## src/rtl/srx_pkg.sv

```systemverilog
package srx_pkg;
  typedef enum logic [1:0] {
    LS_CMD  = 2'd0,
    LS_ARG  = 2'd1,
    LS_DATA = 2'd2
  } len_state_e;

  typedef enum logic [1:0] {
    IF_3W   = 2'b00,
    IF_4W_A = 2'b01,
    IF_4W_B = 2'b10,
    IF_NONE = 2'b11
  } if_sel_e;
endpackage

```

## src/rtl/srx_sync.sv

```systemverilog
// Multi-stage synchronizer for a bundle of asynchronous inputs.
module srx_sync #(
  parameter int          W       = 4,
  parameter int          STAGES  = 2,
  parameter logic [W-1:0] RST_VAL = '0
) (
  input  logic         clk,
  input  logic         rst,
  input  logic [W-1:0] din,
  output logic [W-1:0] dout
);
  logic [W-1:0] stage_q [STAGES];

  genvar gi;
  generate
    for (gi = 0; gi < STAGES; gi++) begin : g_stage
      if (gi == 0) begin : g_first
        always_ff @(posedge clk) begin
          if (rst) stage_q[gi] <= RST_VAL;
          else     stage_q[gi] <= din;
        end
      end else begin : g_next
        always_ff @(posedge clk) begin
          if (rst) stage_q[gi] <= RST_VAL;
          else     stage_q[gi] <= stage_q[gi-1];
        end
      end
    end
  endgenerate

  assign dout = stage_q[STAGES-1];
endmodule

```

## src/rtl/srx_deser.sv

```systemverilog
// Bit counter and shift register; emits a completed byte and the sampled D/C level.
module srx_deser #(
  parameter int BW = 8,
  localparam int CW = $clog2(BW)
) (
  input  logic          clk,
  input  logic          rst,
  input  logic          rise,
  input  logic          sd,
  input  logic          cs_n,
  input  logic          dc,
  output logic          done,
  output logic [BW-1:0] data,
  output logic          dc_out
);
  logic [CW-1:0] cnt;
  logic [BW-1:0] shreg;
  logic [BW-1:0] next_sh;

  assign next_sh = {shreg[BW-2:0], sd};

  always_ff @(posedge clk) begin
    if (rst) begin
      cnt    <= '0;
      shreg  <= '0;
      done   <= 1'b0;
      data   <= '0;
      dc_out <= 1'b0;
    end else begin
      done <= 1'b0;
      if (cs_n) begin
        cnt <= '0;
      end else if (rise) begin
        shreg <= next_sh;
        if (cnt == CW'(BW-1)) begin
          done   <= 1'b1;
          data   <= next_sh;
          dc_out <= dc;
          cnt    <= '0;
        end else begin
          cnt <= cnt + 1'b1;
        end
      end
    end
  end

  // a high chip select leaves the bit counter at zero
  a_r3_cnt_cleared: assert property (@(posedge clk) disable iff (rst)
    cs_n |=> (cnt == '0));
endmodule

```

## src/rtl/srx_len_tracker.sv

```systemverilog
// Classifies bytes: D/C line in four-wire mode, length countdown in three-wire mode.
module srx_len_tracker
  import srx_pkg::*;
#(
  parameter int          BW      = 8,
  parameter logic [BW-1:0] LEN_CMD = 8'hE8,
  localparam int RW = BW + 1
) (
  input  logic          clk,
  input  logic          rst,
  input  logic          three_wire,
  input  logic          enable,
  input  logic          in_vld,
  input  logic [BW-1:0] in_byte,
  input  logic          in_dc,
  output logic          out_vld,
  output logic [BW-1:0] out_byte,
  output logic          out_is_data
);
  len_state_e    state;
  logic [RW-1:0] rem;

  always_ff @(posedge clk) begin
    if (rst) begin
      state       <= LS_CMD;
      rem         <= '0;
      out_vld     <= 1'b0;
      out_byte    <= '0;
      out_is_data <= 1'b0;
    end else begin
      out_vld <= 1'b0;
      if (!three_wire) begin
        state <= LS_CMD;
        rem   <= '0;
      end
      if (in_vld && enable) begin
        out_vld  <= 1'b1;
        out_byte <= in_byte;
        if (!three_wire) begin
          out_is_data <= in_dc;
        end else begin
          unique case (state)
            LS_CMD: begin
              out_is_data <= 1'b0;
              if (in_byte == LEN_CMD) state <= LS_ARG;
            end
            LS_ARG: begin
              out_is_data <= 1'b0;
              rem         <= {1'b0, in_byte} + 1'b1;
              state       <= LS_DATA;
            end
            LS_DATA: begin
              out_is_data <= 1'b1;
              rem         <= rem - 1'b1;
              if (rem == RW'(1)) state <= LS_CMD;
            end
            default: state <= LS_CMD;
          endcase
        end
      end
    end
  end

  // while data bytes are pending the remaining count is nonzero
  a_r5_rem_nonzero: assert property (@(posedge clk) disable iff (rst)
    (state == LS_DATA) |-> (rem != '0));
  // outside a data run no count is left over
  a_r6_rem_idle: assert property (@(posedge clk) disable iff (rst)
    (state != LS_DATA) |-> (rem == '0));
  // four-wire mode keeps the tracker in the command state
  a_r7_4w_no_len: assert property (@(posedge clk) disable iff (rst)
    !three_wire |=> (state == LS_CMD));
endmodule

```

## src/rtl/serial_cmd_rx.sv

```systemverilog
module serial_cmd_rx
  import srx_pkg::*;
#(
  parameter int BW          = 8,
  parameter int SYNC_STAGES = 2,
  parameter logic [BW-1:0] LEN_CMD = 8'hE8
) (
  input  logic          clk,
  input  logic          rst,
  input  logic [1:0]    if_sel,
  input  logic          ser_clk,
  input  logic          ser_dat,
  input  logic          ser_cs_n,
  input  logic          ser_dc,
  output logic          rx_vld,
  output logic [BW-1:0] rx_byte,
  output logic          rx_is_data
);
  localparam int NSIG = 4;

  logic [NSIG-1:0] sync_out;
  logic            sclk_s, sdat_s, cs_n_s, dc_s;
  logic            sclk_d;
  logic            rise;
  logic            b_done, b_dc;
  logic [BW-1:0]   b_data;
  logic            three_wire, active;

  srx_sync #(
    .W       (NSIG),
    .STAGES  (SYNC_STAGES),
    .RST_VAL (4'b0100)
  ) u_sync (
    .clk  (clk),
    .rst  (rst),
    .din  ({ser_clk, ser_dat, ser_cs_n, ser_dc}),
    .dout (sync_out)
  );

  assign {sclk_s, sdat_s, cs_n_s, dc_s} = sync_out;

  always_ff @(posedge clk) begin
    if (rst) sclk_d <= 1'b0;
    else     sclk_d <= sclk_s;
  end

  assign rise = sclk_s & ~sclk_d;

  srx_deser #(.BW(BW)) u_deser (
    .clk    (clk),
    .rst    (rst),
    .rise   (rise),
    .sd     (sdat_s),
    .cs_n   (cs_n_s),
    .dc     (dc_s),
    .done   (b_done),
    .data   (b_data),
    .dc_out (b_dc)
  );

  assign three_wire = (if_sel == IF_3W);
  assign active     = (if_sel != IF_NONE);

  srx_len_tracker #(.BW(BW), .LEN_CMD(LEN_CMD)) u_len (
    .clk         (clk),
    .rst         (rst),
    .three_wire  (three_wire),
    .enable      (active),
    .in_vld      (b_done),
    .in_byte     (b_data),
    .in_dc       (b_dc),
    .out_vld     (rx_vld),
    .out_byte    (rx_byte),
    .out_is_data (rx_is_data)
  );

  // the byte strobe lasts a single cycle
  a_r10_single_pulse: assert property (@(posedge clk) disable iff (rst)
    rx_vld |=> !rx_vld);
  // no strobe follows a cycle in which no serial variant was selected
  a_r8_none_silent: assert property (@(posedge clk) disable iff (rst)
    rx_vld |-> ($past(if_sel) != IF_NONE));
endmodule

```

## config.mk

```make
export PLATFORM = sky130hd
export DESIGN_NAME = serial_cmd_rx
export DESIGN_NICKNAME = d
export VERILOG_FILES = /design/src/rtl/srx_pkg.sv /design/src/rtl/srx_sync.sv /design/src/rtl/srx_deser.sv /design/src/rtl/srx_len_tracker.sv /design/src/rtl/serial_cmd_rx.sv
export SDC_FILE = /design/constraint.sdc
export NUM_CORES = 1
export LEC_CHECK = 0
export BUFFER_PORTS_ARGS = -buffer_cell sky130_fd_sc_hd__clkbuf_2
export CORE_AREA = 2 2 91 93
export CTS_CLUSTER_SIZE = 40
export DETAILED_ROUTE_END_ITERATION = 10
export DIE_AREA = 0 0 93 95
export GPL_TIMING_DRIVEN = 0
export HOLD_SLACK_MARGIN = 0.1
export PLACE_DENSITY = 0.54
export SETUP_SLACK_MARGIN = 0.2
export SLEW_MARGIN = 40
export SYNTH_ARGS = -nofsm -noshare
export SYNTH_HDL_FRONTEND = slang
export SYNTH_HIERARCHICAL = 1
export SYNTH_SLANG_ARGS = --single-unit
```

## constraint.sdc

```tcl
create_clock -name clk -period 1.87 [get_ports clk]
set_input_delay 0.374 -clock clk [delete_from_list [all_inputs] [get_ports clk]]
set_output_delay 0.374 -clock clk [all_outputs]
set_load 0.005 [all_outputs]
```

# Yosys cells after proc, flatten, opt, wreduce, memory -nomap -nowiden

Memories as Yosys holds them, arrays and structs flattened.
Index checks and enable logic that the tools add are counted.

Flip-flop bits (word level): 42
Memories: 1
Input bits: 8
Bits in writable memories: 8
Output and inout bits: 10

Bitwise operators: 6
Muxes and demuxes: 20
Add/sub/neg operators: 3
Reductions and logical operators: 9
Equality and inequality tests: 7

Memory list:

| name           | words | bits a word | read ports | clocked after memory_dff | write ports | RTL line       | RTL |
|---|---|---|---|---|---|---|---|
| u_sync.stage_q | 2     | 4           | 2          | 0                        | 2           | srx_sync.sv:12 | `logic [W-1:0] stage_q [STAGES];` |

Operators by type and width:

| cell                                                               | number |
|---|---|
| 9-bit 2-to-1 mux                                                   | 3 |
| 9-bit one-hot mux with 2 select lines                              | 1 |
| 2-bit 2-to-1 mux                                                   | 5 |
| 8-bit by 1-bit adder with 9-bit output, second input constant      | 1 |
| 9-bit by 1-bit == test with 1-bit output, second input constant    | 1 |
| 9-bit by 1-bit subtractor with 9-bit output, second input constant | 1 |
| 8-bit == test, second input constant                               | 1 |
| 4-bit 2-to-1 mux                                                   | 2 |
| 1-bit 2-to-1 mux                                                   | 6 |
| 2-bit one-hot mux with 3 select lines                              | 1 |
| 2-bit logical NOT                                                  | 2 |
| 2-bit AND reduction                                                | 2 |
| 2-bit OR reduction                                                 | 2 |
| 3-bit by 1-bit adder with 3-bit output, second input constant      | 1 |
| 3-bit == test, second input constant                               | 1 |
| 3-bit 2-to-1 mux                                                   | 1 |
| 3-bit inequality test, second input constant                       | 1 |
| 1-bit inverter                                                     | 3 |
| 3-bit AND reduction                                                | 1 |
| 3-bit OR reduction                                                 | 1 |
| 2-bit by 1-bit == test with 1-bit output, second input constant    | 1 |
| 2-bit == test, second input constant                               | 1 |
| 2-bit inequality test, second input constant                       | 1 |
| 1-bit bitwise OR                                                   | 2 |
| 3 further kinds                                                    | 3 |

# Longest topological paths before layout

Depth in word-level cells: 6
Mapped depth: 7

# Modules after synthesis

Netlist, hierarchy kept.

Modules (own cells, without submodules):

| module          | instances | cells an instance | sequential area each (um2) | area each (um2) |
|---|---|---|---|---|
| srx_len_tracker | 1         | 159               | 420.4                      | 1239.9 |
| srx_deser       | 1         | 81                | 400.4                      | 790.8 |
| srx_sync        | 1         | 16                | 160.2                      | 210.2 |
| serial_cmd_rx   | 1         | 5                 | 20.0                       | 55.1 |

# Least setup slack after synthesis

Ideal clock, no wire load.

Kind: flip-flop to flip-flop
Start point: register u_len.state[0]
End point: register u_len.rem[8]
Path buffers: 1
Setup time: 0.133 ns
Required time: 1.737 ns
Arrival time: 1.508 ns
Cell stages (with the launch flop): 8
Path slack: 0.230 ns
Cells stage by stage: dfxtp_1 -> inv_1 -> ha_1 -> and3_1 -> clkbuf_1 -> o21ai_0 -> a2bb2oi_1 -> a31oi_1

Longest elaborated chain between the ends: 4
Elaborated cells on any way between the ends: 5

RTL lines:

| element                                                                   | RTL line              | RTL |
|---|---|---|
| start, declared                                                           | srx_len_tracker.sv:20 | `len_state_e state;` |
| start signal, assigned                                                    | srx_len_tracker.sv:25 | `state <= LS_CMD;` |
| start signal, assigned                                                    | srx_len_tracker.sv:33 | `state <= LS_CMD;` |
| start signal, assigned                                                    | srx_len_tracker.sv:45 | `if (in_byte == LEN_CMD) state <= LS_ARG;` |
| 2-bit == test or 2-bit by 1-bit == test with 1-bit output (tied branches) | srx_len_tracker.sv:42 | `unique case (state)` |
| 9-bit one-hot mux with 2 select lines (*)                                 | srx_len_tracker.sv:42 |  |
| 9-bit 2-to-1 mux (*)                                                      | srx_len_tracker.sv:39 | `if (!three_wire) begin` |
| 9-bit 2-to-1 mux (*)                                                      | srx_len_tracker.sv:36 | `if (in_vld && enable) begin` |
| end signal, assigned                                                      | srx_len_tracker.sv:49 | `rem <= {1'b0, in_byte} + 1'b1;` |
| end signal, assigned                                                      | srx_len_tracker.sv:54 | `rem <= rem - 1'b1;` |
| end, declared                                                             | srx_len_tracker.sv:21 | `logic [RW-1:0] rem;` |

Every way passes the cells marked *; elsewhere a longest branch is shown, timed or not.
A chain may end at the register's enable or synchronous reset.

# Worst setup path in the final report

Start point: register u_len.state[0]
End point: register u_len.rem[6]

The elaborated chain is that of the path after synthesis.

==> flow_summary_export.csv <==
group,metric,value,unit
timing,relSlewSlack,66.6,%
placement,pre_cts_ws,-0.0952,ns
yosys,avgSynthCellArea,8.80,sq um
floorplanning,ios,18,
final_layout,fillCellCount,850,
yosys,ys_seq_area_share,43.6,%
global_route,grt_antenna_before_repair,0,
worst_setup_path,rr_worst_depth,7,
timing,fin_crit,1.58,ns
placement,place_area,2510,sq um
yosys,ys_seq_elements,50,
yosys,synth_flop_cell,"dfxtp_1",
final_layout,seqCellArea,1010,sq um
clock_tree,clkLatencyLatePin,0.30,ns
clock_tree,cts_made_buffers,5,
power_and_ir_drop,peakVddDrop,481,uV
timing,timing.hold.ws,0.243,ns
hold_path,holdPathStages,2,
timing,fin_crit_sh,84.7,%
placement,place.gp.congestion,0.782,
global_route,gr-total-overflow,0,
drt,finalWirelength,4810,microns
drt,drtIter0Drc,108,
floorplanning,core_area,7930,sq um
timing,hold_viol_final,0,
worst_setup_path,worst_setup_path_end_kind,"register",
clock_tree,cts_num_sinks,50,
timing,finalSetupViolations,0,
drt,vias_per_cell,4.72,
worst_setup_path,required,2.09,ns
global_route,grt_pass1_vias,1696,
floorplanning,fp-row-count,33,
run,max_cap_violations,0,
worst_setup_path,worst-path-max-fanout,8,
global_route,grt_max_degree,17,
final_layout,finalNetCount,306,
timing,worst_slack,0.287,ns
hold_path,worstHoldPathType,"input port to register",
final_layout,drive_above_1_share,21.1,%
placement,dp.cells,383,
power_and_ir_drop,total_power,1.81,mW
timing,worst_slew_pin_slew,0.501,ns
run_status,status,"finished, final reports clean",
yosys,syn_inst,261,
final_layout,syn_to_final_growth,16.5,%
worst_setup_path,cp.arrival,1.80,ns
floorplanning,die-height,95,microns
worst_setup_path,cp-start-kind,"register",
drt,route.detailed.drc,0,
clock_tree,cts_tree,"built",
placement,dp_hpwl,3480,microns
yosys,synth_top_area_share,43.6,%
timing,tns,0,ns
floorplanning,fp.dieW,93,microns
yosys,async_reset_ff_share,0,%
clock_tree,clk_path_buf_depth,2,
drt,ant_nets,0,
clock_tree,cts_root_buf,"clkbuf_8",
yosys,synth_edf_count,0,
power_and_ir_drop,p_leak,1.02,nW
yosys,synth_cell_types,48,
clock_tree,h-tree-depth,2,
yosys,syn_nets,279,
floorplanning,fp.dieArea,8840,sq um
timing,rsz0062_at_grt,"no",
timing,slew_viol_final,0,
global_route,grt_usage,11.1,%
power_and_ir_drop,power_density,675,nW/um^2
yosys,syn_area,2300,sq um
final_layout,num_antenna_cells,0,
clock_tree,cts.clk_slew.worst_paths,0.09,ns
placement,io_buffer_count,17,
final_layout,finalNonFillerCells,394,
yosys,synthTopCellsByArea,"dfxtp_1 44%, nand2_1 7.2%, ha_1 5.4%",
floorplanning,start_util,29.0,%
drt,dr.pass1.iters,4,
yosys,yosysTopAreaCell,"dfxtp_1",
yosys,ys_warn_count,6,
final_layout,multi_input_comb_area,1220,sq um
final_layout,post-route-util,33.7,%
timing,max_freq,632,MHz
drt,wl_per_cell,12.2,microns
drt,vias,1859,
worst_setup_path,crit_type,"register to register",
final_layout,final_area,2680,sq um
global_route,grt_pass1_wl,7730,microns
timing,fin_skew,0.00324,ns
==> registers in the layout, summed over array words and instances (netlist names) <==
register           flops
u_len/rem              9
u_deser/data           8
u_len/out_byte         8
u_sync/stage_q         8
u_deser/shreg          7
u_deser/cnt            3
u_len/state            2
sclk_d                 1
u_deser/dc_out         1
u_deser/done           1
u_len/out_is_data      1
u_len/out_vld          1
==> repair_timing <==
action                                  4_1_cts  5_1_grt
endpoints found under the setup margin       10        7
buffers inserted                              1        2
hold buffers                                  0        0
pin swaps                                     1        3
resized for setup                             8       11
==> power breakdown <==
| part | total, mW | switching [mW] | internal (mW) |
|---|---|---|---|
| Sequential | 1.08 | 0.00531 | 1.07 |
| Combinational | 0.0565 | 0.0323 | 0.0242 |
| Clock | 0.671 | 0.366 | 0.305 |
| Total | 1.81 | 0.403 | 1.40 |
==> layout by cell type (no fill, tap or decap), types with 5 or more instances in the layout <==
cell type	count
dfxtp_1	47
nand2_1	43
nor2_1	21
clkbuf_2	18
a21oi_1	16
o21ai_0	11
mux2i_1	10
a21oi_2	9
ha_1	9
clkbuf_8	6
nor3_1	6
inv_1	6
nor2b_1	6
clkbuf_1	5
==> layout make-up <==
type / count / share of cell area (%)
tap: 105 / 4.91
timing repair buffer: 20 / 4.02
multi-input combinational: 190 / 45.6
sequential: 50 / 37.7
clock inverter: 2 / 0.608
clock buffer: 6 / 3.09
inverter: 9 / 1.26
buffer: 12 / 2.90
==> worst max-delay path, stage by stage, from the launching register on <==
cell      delay, ns
dfxtp_4        0.37
inv_2          0.08
ha_1           0.14
clkbuf_4       0.19
inv_2          0.10
a31o_2         0.22
a21o_1         0.17
a311oi_1       0.24
==> synthesized netlist by cell type, types with 4 or more instances <==
master / count
dfxtp_1: 50
nand2_1: 44
nor2_1: 21
a21oi_1: 16
o21ai_0: 11
ha_1: 10
mux2i_1: 10
a21oi_2: 9
inv_1: 9
clkbuf_1: 8
nor2b_1: 6
nor3_1: 6
and3_1: 4
nand3_1: 4
nand4_1: 4
==> kinds of logic after synthesis <==
family | synth area share, %
and+or+nand+nor | 24.5
xor gates and xnor gates | 1.14
muxes | 4.85
DFF | 43.6
AOI/OAI and AO/OA | 16.2
buffers and inverters | 4.30
adders and majority gates | 5.45
==> final timing paths <==
path,start,to,slack [ns]
max,u_len/state[0],u_len/rem[6],0.29
min,ser_dat,u_sync/stage_q[0][2],0.24
max reg2reg,u_len/state[0],u_len/rem[6],0.29
min reg2reg,u_sync/stage_q[0][2],u_sync/stage_q[1][2],0.42
==> metal layers <==
metal,share of wire [%],track usage (%),vias to the layer above
li1,-,-,963
met1,47,14.0,860
met2,48,18.7,31
met3,3.4,2.39,5
met4,1.3,4.04,0
met5,0,0,-
Power figures use the tool's default switching activity.
